--- src/rtl/mtx_pkg.sv ---
package mtx_pkg;

    typedef enum logic [2:0] {
        S_IDLE,
        S_PRE,
        S_DLO,
        S_DHI,
        S_PLO,
        S_PHI,
        S_FCS
    } tx_state_e;

    localparam int PRE_NIBBLES = 16;
    localparam int FCS_NIBBLES = 8;
    localparam logic [31:0] CRC_POLY_REFL = 32'hEDB88320;
    localparam logic [31:0] CRC_SEED = 32'hFFFFFFFF;

endpackage

--- src/rtl/mtx_sync.sv ---
module mtx_sync #(
    parameter int STAGES = 2
) (
    input  logic clk,
    input  logic rst_n,
    input  logic d_async,
    output logic q_sync
);

    logic [STAGES-1:0] chain;

    generate
        if (STAGES == 1) begin : g_one
            always_ff @(posedge clk) begin
                if (!rst_n) chain <= '0;
                else        chain <= d_async;
            end
        end else begin : g_many
            always_ff @(posedge clk) begin
                if (!rst_n) chain <= '0;
                else        chain <= {chain[STAGES-2:0], d_async};
            end
        end
    endgenerate

    assign q_sync = chain[STAGES-1];

endmodule

--- src/rtl/mtx_crc.sv ---
module mtx_crc
    import mtx_pkg::*;
(
    input  logic        clk,
    input  logic        rst_n,
    input  logic        init,
    input  logic        en,
    input  logic [7:0]  data,
    output logic [31:0] crc
);

    function automatic logic [31:0] crc_byte(input logic [31:0] c, input logic [7:0] d);
        logic [31:0] r;
        r = c ^ {24'h0, d};
        for (int k = 0; k < 8; k++) begin
            r = r[0] ? ((r >> 1) ^ CRC_POLY_REFL) : (r >> 1);
        end
        return r;
    endfunction

    always_ff @(posedge clk) begin
        if (!rst_n)    crc <= CRC_SEED;
        else if (init) crc <= CRC_SEED;
        else if (en)   crc <= crc_byte(crc, data);
    end

endmodule

--- src/rtl/mii_tx_framer.sv ---
module mii_tx_framer
    import mtx_pkg::*;
#(
    parameter int MIN_PAYLOAD = 60,
    parameter int MAX_PAYLOAD = 1514,
    parameter int SYNC_STAGES = 2
) (
    input  logic       clk,
    input  logic       rst_n,
    input  logic       s_valid,
    input  logic [7:0] s_data,
    input  logic       s_last,
    output logic       s_ready,
    output logic [3:0] mii_txd,
    output logic       mii_txen,
    input  logic       col_async,
    output logic       col_seen
);

    localparam int BCW = $clog2(MAX_PAYLOAD + 1);
    localparam logic [BCW-1:0] MIN_B = BCW'(MIN_PAYLOAD);
    localparam logic [BCW-1:0] MAX_B = BCW'(MAX_PAYLOAD);
    localparam logic [3:0] PRE_LAST = 4'(PRE_NIBBLES - 1);
    localparam logic [3:0] FCS_LAST = 4'(FCS_NIBBLES - 1);

    tx_state_e      state, nxt;
    logic [3:0]     cnt;
    logic [BCW-1:0] byte_cnt;
    logic [3:0]     hi_q;
    logic           last_q;
    logic [31:0]    crc;
    logic [31:0]    fcs_sh;
    logic           col_s;
    logic           start;
    logic           fire;
    logic           crc_en;
    logic [7:0]     crc_data;

    assign start    = (state == S_IDLE) && s_valid;
    assign fire     = s_ready && s_valid;
    assign crc_en   = fire || (state == S_PLO);
    assign crc_data = (state == S_PLO) ? 8'h00 : s_data;
    assign fcs_sh   = (~crc) >> {cnt[2:0], 2'b00};

    mtx_crc i_crc (
        .clk   (clk),
        .rst_n (rst_n),
        .init  (start),
        .en    (crc_en),
        .data  (crc_data),
        .crc   (crc)
    );

    mtx_sync #(.STAGES(SYNC_STAGES)) i_col_sync (
        .clk     (clk),
        .rst_n   (rst_n),
        .d_async (col_async),
        .q_sync  (col_s)
    );

    // next state
    always_comb begin
        nxt = state;
        unique case (state)
            S_IDLE: if (s_valid) nxt = S_PRE;
            S_PRE:  if (cnt == PRE_LAST) nxt = S_DLO;
            S_DLO:  if (s_valid) nxt = S_DHI;
            S_DHI:  begin
                if (!last_q)             nxt = S_DLO;
                else if (byte_cnt < MIN_B) nxt = S_PLO;
                else                     nxt = S_FCS;
            end
            S_PLO:  nxt = S_PHI;
            S_PHI:  nxt = (byte_cnt < MIN_B) ? S_PLO : S_FCS;
            S_FCS:  if (cnt == FCS_LAST) nxt = S_IDLE;
            default: nxt = S_IDLE;
        endcase
    end

    // state register and datapath registers
    always_ff @(posedge clk) begin
        if (!rst_n) begin
            state    <= S_IDLE;
            cnt      <= '0;
            byte_cnt <= '0;
            hi_q     <= '0;
            last_q   <= 1'b0;
            col_seen <= 1'b0;
        end else begin
            state <= nxt;
            cnt   <= (state != nxt) ? 4'd0 : cnt + 4'd1;
            if (start)
                byte_cnt <= '0;
            else if (fire || state == S_PLO)
                byte_cnt <= byte_cnt + 1'b1;
            if (fire) begin
                hi_q   <= s_data[7:4];
                last_q <= s_last;
            end
            if (start)
                col_seen <= 1'b0;
            else if (col_s && state != S_IDLE)
                col_seen <= 1'b1;
        end
    end

    // outputs
    always_comb begin
        mii_txen = 1'b1;
        mii_txd  = 4'h0;
        s_ready  = 1'b0;
        unique case (state)
            S_IDLE: mii_txen = 1'b0;
            S_PRE:  mii_txd  = (cnt == PRE_LAST) ? 4'hD : 4'h5;
            S_DLO:  begin
                s_ready = 1'b1;
                mii_txd = s_data[3:0];
            end
            S_DHI:  mii_txd = hi_q;
            S_PLO:  mii_txd = 4'h0;
            S_PHI:  mii_txd = 4'h0;
            S_FCS:  mii_txd = fcs_sh[3:0];
            default: mii_txen = 1'b0;
        endcase
    end

    AST_EN_RISE_PREAMBLE: assert property (@(posedge clk) disable iff (!rst_n)
        $rose(mii_txen) |-> mii_txd == 4'h5);
    AST_SRC_HOLDS_VALID: assert property (@(posedge clk) disable iff (!rst_n)
        state == S_DLO |-> s_valid);
    AST_READY_SINGLE: assert property (@(posedge clk) disable iff (!rst_n)
        s_ready |=> !s_ready);
    AST_PAD_MINIMUM: assert property (@(posedge clk) disable iff (!rst_n)
        (state == S_FCS && $past(state) != S_FCS) |-> byte_cnt >= MIN_B);
    AST_EN_FALL_AFTER_FCS: assert property (@(posedge clk) disable iff (!rst_n)
        $fell(mii_txen) |-> ($past(state) == S_FCS && $past(cnt) == FCS_LAST));
    AST_COL_STICKY: assert property (@(posedge clk) disable iff (!rst_n)
        (col_seen && !start) |=> col_seen);
    AST_COL_CLEAR: assert property (@(posedge clk) disable iff (!rst_n)
        start |=> !col_seen);
    AST_LEN_MAX: assert property (@(posedge clk) disable iff (!rst_n)
        byte_cnt <= MAX_B);

endmodule

--- config.mk ---
export PLATFORM = sky130hd
export DESIGN_NAME = mii_tx_framer
export DESIGN_NICKNAME = d
export VERILOG_FILES = /design/src/rtl/mtx_pkg.sv /design/src/rtl/mtx_sync.sv /design/src/rtl/mtx_crc.sv /design/src/rtl/mii_tx_framer.sv
export SDC_FILE = /design/constraint.sdc
export NUM_CORES = 1
export LEC_CHECK = 0
export ABC_AREA = 1
export BUFFER_PORTS_ARGS = -buffer_cell sky130_fd_sc_hd__buf_2
export CAP_MARGIN = 20
export CORE_MARGIN = 4
export CORE_UTILIZATION = 60
export CTS_CLUSTER_DIAMETER = 200
export DETAILED_ROUTE_END_ITERATION = 8
export GPL_TIMING_DRIVEN = 0
export MAX_ROUTING_LAYER = met4
export PLACE_DENSITY_LB_ADDON = 0.25
export SLEW_MARGIN = 30
export SYNTH_ARGS = -nofsm -noshare
export SYNTH_HDL_FRONTEND = slang
export SYNTH_SLANG_ARGS = --single-unit
export TNS_END_PERCENT = 10
--- constraint.sdc ---
create_clock -name clk -period 2.5 [get_ports clk]
set_clock_uncertainty 0.15 [all_clocks]
set_input_delay 0.125 -clock clk [delete_from_list [all_inputs] [get_ports clk]]
set_output_delay 0.125 -clock clk [all_outputs]
set_load 0.01 [all_outputs]
==> out/results.ini, run 1 <==
[timing]
tns_ns = 0
hold_viol = 0
max_slew_margin = 0.565
slew_viol_final = 0
worst_pin_slew_ns = 0.652
grt_setup_unrepaired = false
timing.final.crit_share = 0.944
fin_crit_ns = 2.36
fmax_mhz = 424
hold_ws_ns = 0.0159
setup_viol = 0

[worst_setup_path]
crit_slowest_cell = clkbuf_1
crit_arrival_ns = 2.08
crit_path_start_kind = flop
crit_path_max_fanout = 10
cp-end-kind = output port
crit_top_cell = nand3_1
crit_family = buffers and inverters
cp_cell_sequence = clkbuf_1 > clkbuf_1 > o211ai_1 > nand3_1 > nand3_1 > nand3_1 > buf_2
cpPeakStageDelay_ns = 0.42
worstSetupPathType = reg -> out
worstReg2RegStart = state[0]
setup.worst_path.start = cnt[1]
path_buf_inv = 3
crit_required_ns = 2.23

[yosys]
yosys-top-cells-area = dfxtp_1 (29%), nand2_1 (14%), nand3_1 (7.3%)
synthSimpleGateAreaFrac = 0.387
syn_area_per_cell_sq_um = 6.88
ys_top_cells_by_count = nand2_1 (144), inv_1 (61), dfxtp_1 (58), nand3_1 (58), o21ai_0 (35)
synth_seq_cells = 58
synth_cell_type_count = 39
yosys_warnings = 0
synth_compound_area_frac = 0.146
synth_top_area_share = 0.293
synth_flop_cell = dfxtp_1
yosys.area.top_type = dfxtp_1
synthArstFlopShare = 0
synth-xor-area-share = 0.0807
syn_nets = 592
synth_top_family_by_area = simple AND/OR/NAND/NOR gates
synthCells = 577
synthesis.area_sq_um = 3970
synth.most_common_cell = nand2_1
synth_edf_count = 0
synth.area.mux_share = 0
synth_fa_ha_area_frac = 0.00631
yosysSeqAreaShare = 0.293

[global_route]
grt_pass1_vias = 3775
grt_max_degree = 13
grt_pass1_wl_mm = 18.1
antenna_found_initial = 0
grt.total_usage = 0.308
grt-ovfl-total = 0

[floorplan]
die_area_sq_um = 7980
coreArea_sq_um = 6390
die_w_microns = 89.3
start_util = 0.621
die_y_microns = 89.3
io_pins = 20
fp-row-count = 29

[placed_design]
gp_congestion = 0.951
place_inst = 673
portBuffers = 19
place_hpwl_mm = 8.38
dpl-instance-area_sq_um = 4160

[route]
drt-pass1-iter-count = 5
num_vias = 4037
vias_per_cell = 5.80
ant_nets = 0
post_drt_wl_per_cell_microns = 16.3
drc = 0
wirelength_mm = 11.3
drt_iter0_markers = 245

[cts]
insertion_delay_ns = 0.35
h-tree-depth = 3
numCtsBuffers = 9
postCtsSetupRepairBufs = 0
clock_sink_count = 58
cts_tree = done
clock_path_buffers = 2
root_buffer = clkbuf_8
path_clk_slew_ns = 0.07

[worst_hold_path]
min_from = rst_n
hold_class = in -> reg

[run_status]
status = complete, no violations

[final_layout]
instances_no_fill = 696
fillers = 562
drive_gt1_frac = 0.171
nets = 629
final_area_sq_um = 4460
antenna_cells = 0
area_growth_pct = 12.3

[power_and_ir_drop]
pwr-share-comb = 0.174
netSwitchingFraction = 0.302
switching_power_mw = 0.709
p_int_mw = 1.64
seqPwrFrac = 0.398
ir_drop_v = 0.000540
p_leak_nw = 2.16
p_clk_frac = 0.428
powerDensity_nw_per_um2 = 526
finalPower_mw = 2.35

[run]
maxCapViolCount = 0

## power groups by stage
stage / sequential, mW / combinational, mW / clock, mW
final: 0.935 / 0.408 / 1.00
after detailed placement: 0.956 / 0.390 / 0
after global routing: 0.935 / 0.450 / 1.04
after CTS: 0.934 / 0.401 / 1.00
after floorplan: 0.955 / 0.292 / 0
after global placement: 0.955 / 0.380 / 0
## cells by family after synthesis
| group | count (synthesis) |
|---|---|
| fa+ha+maj | 2 |
| flops | 58 |
| buf+inv | 84 |
| compound gates | 95 |
| simple gates | 304 |
| xor+xnor | 34 |
## path summary, 6_finish.rpt
check                                      endpoint  slack [ns]  cells after the start
worst max-delay path                     mii_txd[2]        0.14                      7
worst min register to register  i_col_sync.chain[1]        0.30                      2
worst max register to register        i_crc.crc[29]        0.24                      9
worst min-delay path                    byte_cnt[9]        0.02                      3
## worst reg2reg max path, stage by stage (launching register included)
cell	delay [ns]
dfxtp_1	0.34
inv_1	0.12
nand2_2	0.10
nor2_4	0.21
nand2_4	0.12
nand2_2	0.13
buf_4	0.19
clkbuf_1	0.52
nand3_1	0.23
nand3_1	0.12
## final cells by class
class                           count  area, sq um  area share
Clock inverter                      7          101      0.0227
Inverter                           63          236      0.0531
Clock buffer                        9          124      0.0278
Tap cell                           77         96.3      0.0216
Timing Repair Buffer               26          165      0.0371
Buffer                             21          111      0.0250
Multi-Input combinational cell    435         2460       0.552
Sequential cell                    58         1160       0.261
## through the flow
stage / utilization / worst slack [ns]
after detailed placement: 0.651 / 0.280
after CTS: 0.698 / 0.103
final: 0.698 / 0.140
after floorplan: - / 0.704
after global placement: 0.651 / 0.289
after global routing: 0.698 / 0.0236
## cell usage in the layout, fill, tap and decap left out, types with 2 or more instances in the layout
cell / Yosys / final
a21oi_1: 22 / 22
a22oi_1: 2 / 2
buf_2: 3 / 22
bufinv_16: 0 / 2
clkbuf_1: 15 / 14
clkbuf_8: 0 / 9
clkinvlp_4: 0 / 2
dfxtp_1: 58 / 58
dlygate4sd3_1: 0 / 7
ha_1: 2 / 2
inv_1: 61 / 61
inv_6: 0 / 2
nand2_1: 144 / 144
nand2_2: 30 / 30
nand2_4: 17 / 17
nand2_8: 3 / 3
nand3_1: 58 / 58
nand3_2: 3 / 3
nand4_1: 2 / 2
nor2_1: 33 / 33
nor2_2: 2 / 2
nor3_1: 4 / 4
o211ai_1: 26 / 26
o21ai_0: 35 / 35
o21ai_1: 2 / 2
o21bai_1: 2 / 2
o21bai_2: 3 / 3
or2_1: 4 / 4
xnor2_1: 10 / 10
xnor2_2: 2 / 2
xor2_1: 21 / 21
## state kept, by name, summed over array words and instances (netlist names)
signal	count
i_crc.crc	32
byte_cnt	11
cnt	4
hi_q	4
state	3
i_col_sync.chain	2
col_seen	1
last_q	1
## metal layers
metal,up-vias,wire (microns),GRT usage
met3,45,738,0.0424
met5,-,0,-
li1,1942,-,-
met4,0,359,0.131
met1,1895,4800,0.373
met2,155,5420,0.510
## repair_timing
action | 4_1_cts | 5_1_grt
setup endpoints to repair | 0 | 1
hold buffers | 7 | 0
hold endpoints to repair | 6 | 0
gates resized for setup | 0 | 2
No activity file was read; power rests on OpenSTA's default activity.
==> run 2, diff against run 1 <==
- SYNTH_HIERARCHICAL: default -> 1
==> out/results.ini, run 2 <==
[route]
post_drt_wl_per_cell_microns = 15.4
ant_nets = 0
drc = 0
drt-pass1-iter-count = 6
num_vias = 4575
wirelength_mm = 12.3
vias_per_cell = 5.71
drt_iter0_markers = 412

[final_layout]
antenna_cells = 0
top_register = i_crc/crc
instances_no_fill = 801
area_growth_pct = 12.2
reg_top3 = i_crc/crc: 32 flops, byte_cnt: 11 flops
nets = 734
drive_gt1_frac = 0.130
final_cell_mix = nand2_1 (247), inv_1 (81), nand3_1 (71), dfxtp_1 (58), a21oi_1 (51)
final_common_cell = nand2_1
largest_register_ffs = 32

[global_route]
grt_max_degree = 13
grt_util_met1 = 0.364
use_met3 = 0.0583
antenna_found_initial = 0
busiest_layer = met2
grt_pass1_wl_mm = 20.3
grt-ovfl-total = 0
grt_pass1_vias = 4288
use_met2 = 0.505
grt.total_usage = 0.312

[floorplan]
start_util = 0.632
io_pins = 20
coreArea_sq_um = 6490
die_area_sq_um = 8230
die_w_microns = 90.7
fp-row-count = 29
die_y_microns = 90.7

[placed_design]
place_hpwl_mm = 8.80
pre_cts_slack_ns = 0.223
gp_congestion = 0.987
place_inst = 777
portBuffers = 19

[yosys]
synth_cell_type_count = 34
synth_seq_cells = 58
ys_top_cells_by_count = nand2_1 (247), inv_1 (81), nand3_1 (71)
synthesis.area_sq_um = 4110
synthArstFlopShare = 0
synthCells = 681
syn_area_per_cell_sq_um = 6.03
synth_edf_count = 0
yosys.area.top_type = dfxtp_1
synth_flop_cell = dfxtp_1
yosysSeqAreaShare = 0.283
syn_nets = 696
synth.most_common_cell = nand2_1
yosys_warnings = 6
synth_top_area_share = 0.283
yosys-top-cells-area = dfxtp_1 (28%), nand2_1 (23%), nand3_1 (8.7%)

[cts]
cts_tree = done
postCtsSetupRepairBufs = 0
clock_path_buffers = 2
path_clk_slew_ns = 0.08
clock_sink_count = 58
h-tree-depth = 3
numCtsBuffers = 9
insertion_delay_ns = 0.34
root_buffer = clkbuf_8

[power_and_ir_drop]
p_leak_nw = 2.34
ir_drop_v = 0.000352
powerDensity_nw_per_um2 = 509
finalPower_mw = 2.34

[timing]
timing.final.crit_share = 0.920
fin_crit_ns = 2.30
tns_ns = 0
max_slew_margin = 0.574
hold_viol = 0
fmax_mhz = 435
worst_slack_ns = 0.201
setup_viol = 0
grt_setup_unrepaired = false
slew_viol_final = 0
worst_pin_slew_ns = 0.640

[worst_setup_path]
cp-end-kind = flop
crit_arrival_ns = 2.38
crit_path_start_kind = flop
crit_required_ns = 2.58
worstSetupPathType = reg -> reg
crit_path_max_fanout = 10

[worst_hold_path]
hold_class = in -> reg

[run]
maxCapViolCount = 0

[run_status]
status = complete, no violations

## run 2: cell type report
class                   count  area, sq um
multi-input cells         510         2470
well taps                  77         96.3
repair buffers             27          175
flip-flops and latches     58         1160
clock buffers               9          124
fillers                   578         1890
plain buffers              21          118
clock inverters             7          103
inverters                  92          354
## run 2: critical path: stages, from the launching register on
cell and delay (ns):
dfxtp_1 0.36, inv_1 0.13, nand3_2 0.13, nor2_2 0.17, nor2_4 0.05, inv_1 0.21, buf_2 0.24, inv_1 0.09
clkbuf_1 0.31, a21oi_1 0.24, o21ai_1 0.09
## run 2: per-stage QoR
step	hold slack [ns]	cell area, sq um	util
floorplan	0.0685	4110	-
global placement	0.156	4300	0.662
detailed placement	0.157	4300	0.662
CTS	0.168	4600	0.709
global route	0.246	4600	0.709
finish	0.182	4600	0.709
## run 2: kinds of logic (layout without fill, tap and decap cells)
kind of cell / after synthesis / in the layout / synth area share
DFF: 58 / 58 / 0.283
AOI/OAI and AO/OA: 88 / 88 / 0.115
and+or+nand+nor: 394 / 394 / 0.426
buffers and inverters: 113 / 156 / 0.115
adders and majority gates: 2 / 2 / 0.00609
xor gates and xnor gates: 26 / 26 / 0.0555
## run 2: repair_timing
item	CTS	global route
hold buffers	8	0
endpoints found under the setup margin	0	2
gates resized for setup	0	2
endpoints found under the hold margin	7	0
## run 2: path summary, 6_finish.rpt
| kind | start | slack [ns] | endpoint | cells past startpoint |
|---|---|---|---|---|
| worst max-delay path | state[0] | 0.20 | i_crc/crc[4] | 10 |
| worst max register to register | state[0] | 0.20 | i_crc/crc[4] | 10 |
| worst min register to register | i_col_sync/chain[0] | 0.29 | i_col_sync/chain[1] | 2 |
| worst min-delay path | s_valid | 0.18 | state[0] | 5 |
## run 2: per-layer routing
layer	share of wire	wire length, microns
met5	0	0
met2	0.46	5680
met4	0.053	657
met1	0.40	4870
met3	0.090	1110
## run 2: where the power goes
group	internal, mW	switching (mW)
registers	0.930	0.00441
logic	0.128	0.276
clock network	0.569	0.437
==> run 3, diff against run 2 <==
- ABC_AREA: 1 -> 0
- SLEW_MARGIN: 30 -> 20
==> out/results.ini, run 3 <==
[worst_setup_path]
r2r_end = i_crc/crc[20]
crit_arrival_ns = 2.66
reg2reg_depth = 9
crit_required_ns = 2.61
crit_path_start_kind = flop
crit_path_max_fanout = 5
worstReg2RegStart = state[1]
worstSetupPathType = reg -> reg
cp-end-kind = flop
r2r_slack_ns = -0.05

[global_route]
use_met3 = 0.0492
grt_pass1_wl_mm = 16.2
grt_max_degree = 11
grt_util_met1 = 0.389
busiest_layer = met2
grt.total_usage = 0.292
use_met2 = 0.447
grt-ovfl-total = 0
antenna_found_initial = 0
grt_pass1_vias = 3151

[power_and_ir_drop]
switching_power_mw = 0.624
p_leak_nw = 2.05
pwr-share-comb = 0.207
powerDensity_nw_per_um2 = 511
p_clk_frac = 0.415
p_int_mw = 1.86
ir_drop_v = 0.000409
seqPwrFrac = 0.377
netSwitchingFraction = 0.251

[final_layout]
top_register = i_crc/crc
area_growth_pct = 29.7
final_common_cell = dfxtp_1
reg_top3 = i_crc/crc: 32 flops, byte_cnt: 11 flops
antenna_cells = 0
final_util = 0.813
drive_gt1_frac = 0.302
final_cell_mix = dfxtp_1 (55), nor2_1 (34), a21oi_1 (24), xnor2_1 (24), buf_4 (23)
fillers = 338
nets = 451
largest_register_ffs = 32

[floorplan]
coreArea_sq_um = 5990
start_util = 0.627
die_y_microns = 87.1
die_w_microns = 87.1
die_area_sq_um = 7590
fp-row-count = 28
io_pins = 20

[placed_design]
gp_congestion = 0.950
pre_cts_slack_ns = -0.487
place_hpwl_mm = 6.16
portBuffers = 19

[route]
drt-pass1-iter-count = 4
vias_per_cell = 6.25
wirelength_mm = 10.8
num_vias = 3226
post_drt_wl_per_cell_microns = 20.8
ant_nets = 0
drt_iter0_markers = 230
drc = 0

[worst_hold_path]
hold_class = in -> reg
min_from = s_valid
hold_depth = 5
min_to = byte_cnt[4]

[timing]
tns_ns = -0.176
slew_viol_final = 0
fmax_mhz = 392
worst_pin_slew_ns = 0.644
hold_viol = 0
fin_crit_ns = 2.55
setup_viol = 6
hold_ws_ns = 0.141
grt_setup_unrepaired = true
timing.final.crit_share = 1.02
worst_slack_ns = -0.0483
max_slew_margin = 0.571

[cts]
h-tree-depth = 3
path_clk_slew_ns = 0.07
numCtsBuffers = 9
root_buffer = clkbuf_8
insertion_delay_ns = 0.34
clock_path_buffers = 2
clock_sink_count = 58
cts_tree = done

[yosys]
synth.most_common_cell = dfxtp_1
yosysSeqAreaShare = 0.309
synthesis.area_sq_um = 3760
syn_nets = 376
syn_area_per_cell_sq_um = 10.4
synth_top_area_share = 0.309
yosys.area.top_type = dfxtp_1
yosys-top-cells-area = dfxtp_1 (31%), xnor3_1 (11%), xnor2_1 (6.5%)
synthArstFlopShare = 0
synth_seq_cells = 58
synth_cell_type_count = 56
synth_flop_cell = dfxtp_1
yosys_warnings = 6
ys_top_cells_by_count = dfxtp_1 (58), nor2_1 (35), xnor2_1 (28)
synthCells = 361
synth_edf_count = 0

[run]
maxCapViolCount = 0

[run_status]
status = finished, violations left
failed_checks = setup timing

run 3: cells by family after synthesis:
| logic type | Yosys count | share of synthesized area |
|---|---|---|
| AND/OR/NAND/NOR | 104 | 0.150 |
| AO/OA/AOI/OAI | 76 | 0.126 |
| XOR/XNOR | 76 | 0.302 |
| flip-flops | 58 | 0.309 |
| buffers and inverters | 27 | 0.0303 |
| multiplexers | 18 | 0.0759 |
| adder cells (fa/ha/maj) | 2 | 0.00666 |
run 3: final cells by class:
| class | count | area, sq um | share of cell area |
|---|---|---|---|
| buffer | 21 | 113 | 0.0231 |
| clock buffer | 12 | 165 | 0.0339 |
| clock inverter | 4 | 72.6 | 0.0149 |
| inverter | 6 | 22.5 | 0.00462 |
| multi-input combinational | 277 | 2660 | 0.545 |
| sequential | 58 | 1160 | 0.239 |
| tap | 75 | 93.8 | 0.0193 |
| timing repair buffer | 63 | 586 | 0.120 |
run 3: critical path: stages (launching register included):
cell	delay (ns)
dfxtp_2	0.34
buf_6	0.13
nor3b_4	0.32
and2b_1	0.28
xor2_4	0.17
buf_12	0.15
buf_12	0.13
xor2_4	0.24
xnor3_1	0.36
o21ai_0	0.18
run 3: through the flow:
stage | cell area [sq um] | cells | power [mW]
finish | 4870 | 516 | 2.49
detailed placement | 3950 | 455 | 1.34
floorplan | 3760 | 361 | 1.26
global placement | 3950 | 455 | 1.33
global route | 4870 | 516 | 2.56
CTS | 4690 | 506 | 2.43
run 3: power groups by stage:
stage / sequential [mW] / clock (mW) / combinational (mW)
after floorplan: 0.955 / 0 / 0.307
after global placement: 0.956 / 0 / 0.373
after detailed placement: 0.957 / 0 / 0.379
after CTS: 0.937 / 1.03 / 0.462
after global routing: 0.938 / 1.08 / 0.544
final: 0.939 / 1.03 / 0.516
run 3: repair_timing:
item                                   4_1_cts  5_1_grt
hold buffers                                 8        0
setup buffers                               26       10
gates cloned                                 1        0
endpoints found under the hold margin        8        0
pin swaps                                   10       10
setup endpoints to repair                   30       33
gates resized for setup                     22       23
run 3: worst max path at each step:
stage / from / endpoint / slack [ns] / depth (start not counted)
2_1_floorplan: state[2] / i_crc/crc[15] / 0.02 / 7
3_3_place_gp: state[2] / i_crc/crc[18] / -0.44 / 7
3_5_place_dp: state[2] / i_crc/crc[18] / -0.49 / 7
4_1_cts: state[1] / i_crc/crc[27] / -0.06 / 8
5_1_grt: state[2] / i_crc/crc[19] / -0.15 / 8
6_report: state[1] / i_crc/crc[20] / -0.05 / 9
run 3: routing by layer:
layer  vias up  wire length (microns)  part of all wire
met5         -                      0                 0
met4         0                    269             0.025
met3        30                    867             0.081
met2       170                   5120              0.48
met1      1599                   4500              0.42
li1       1427                      -                 -
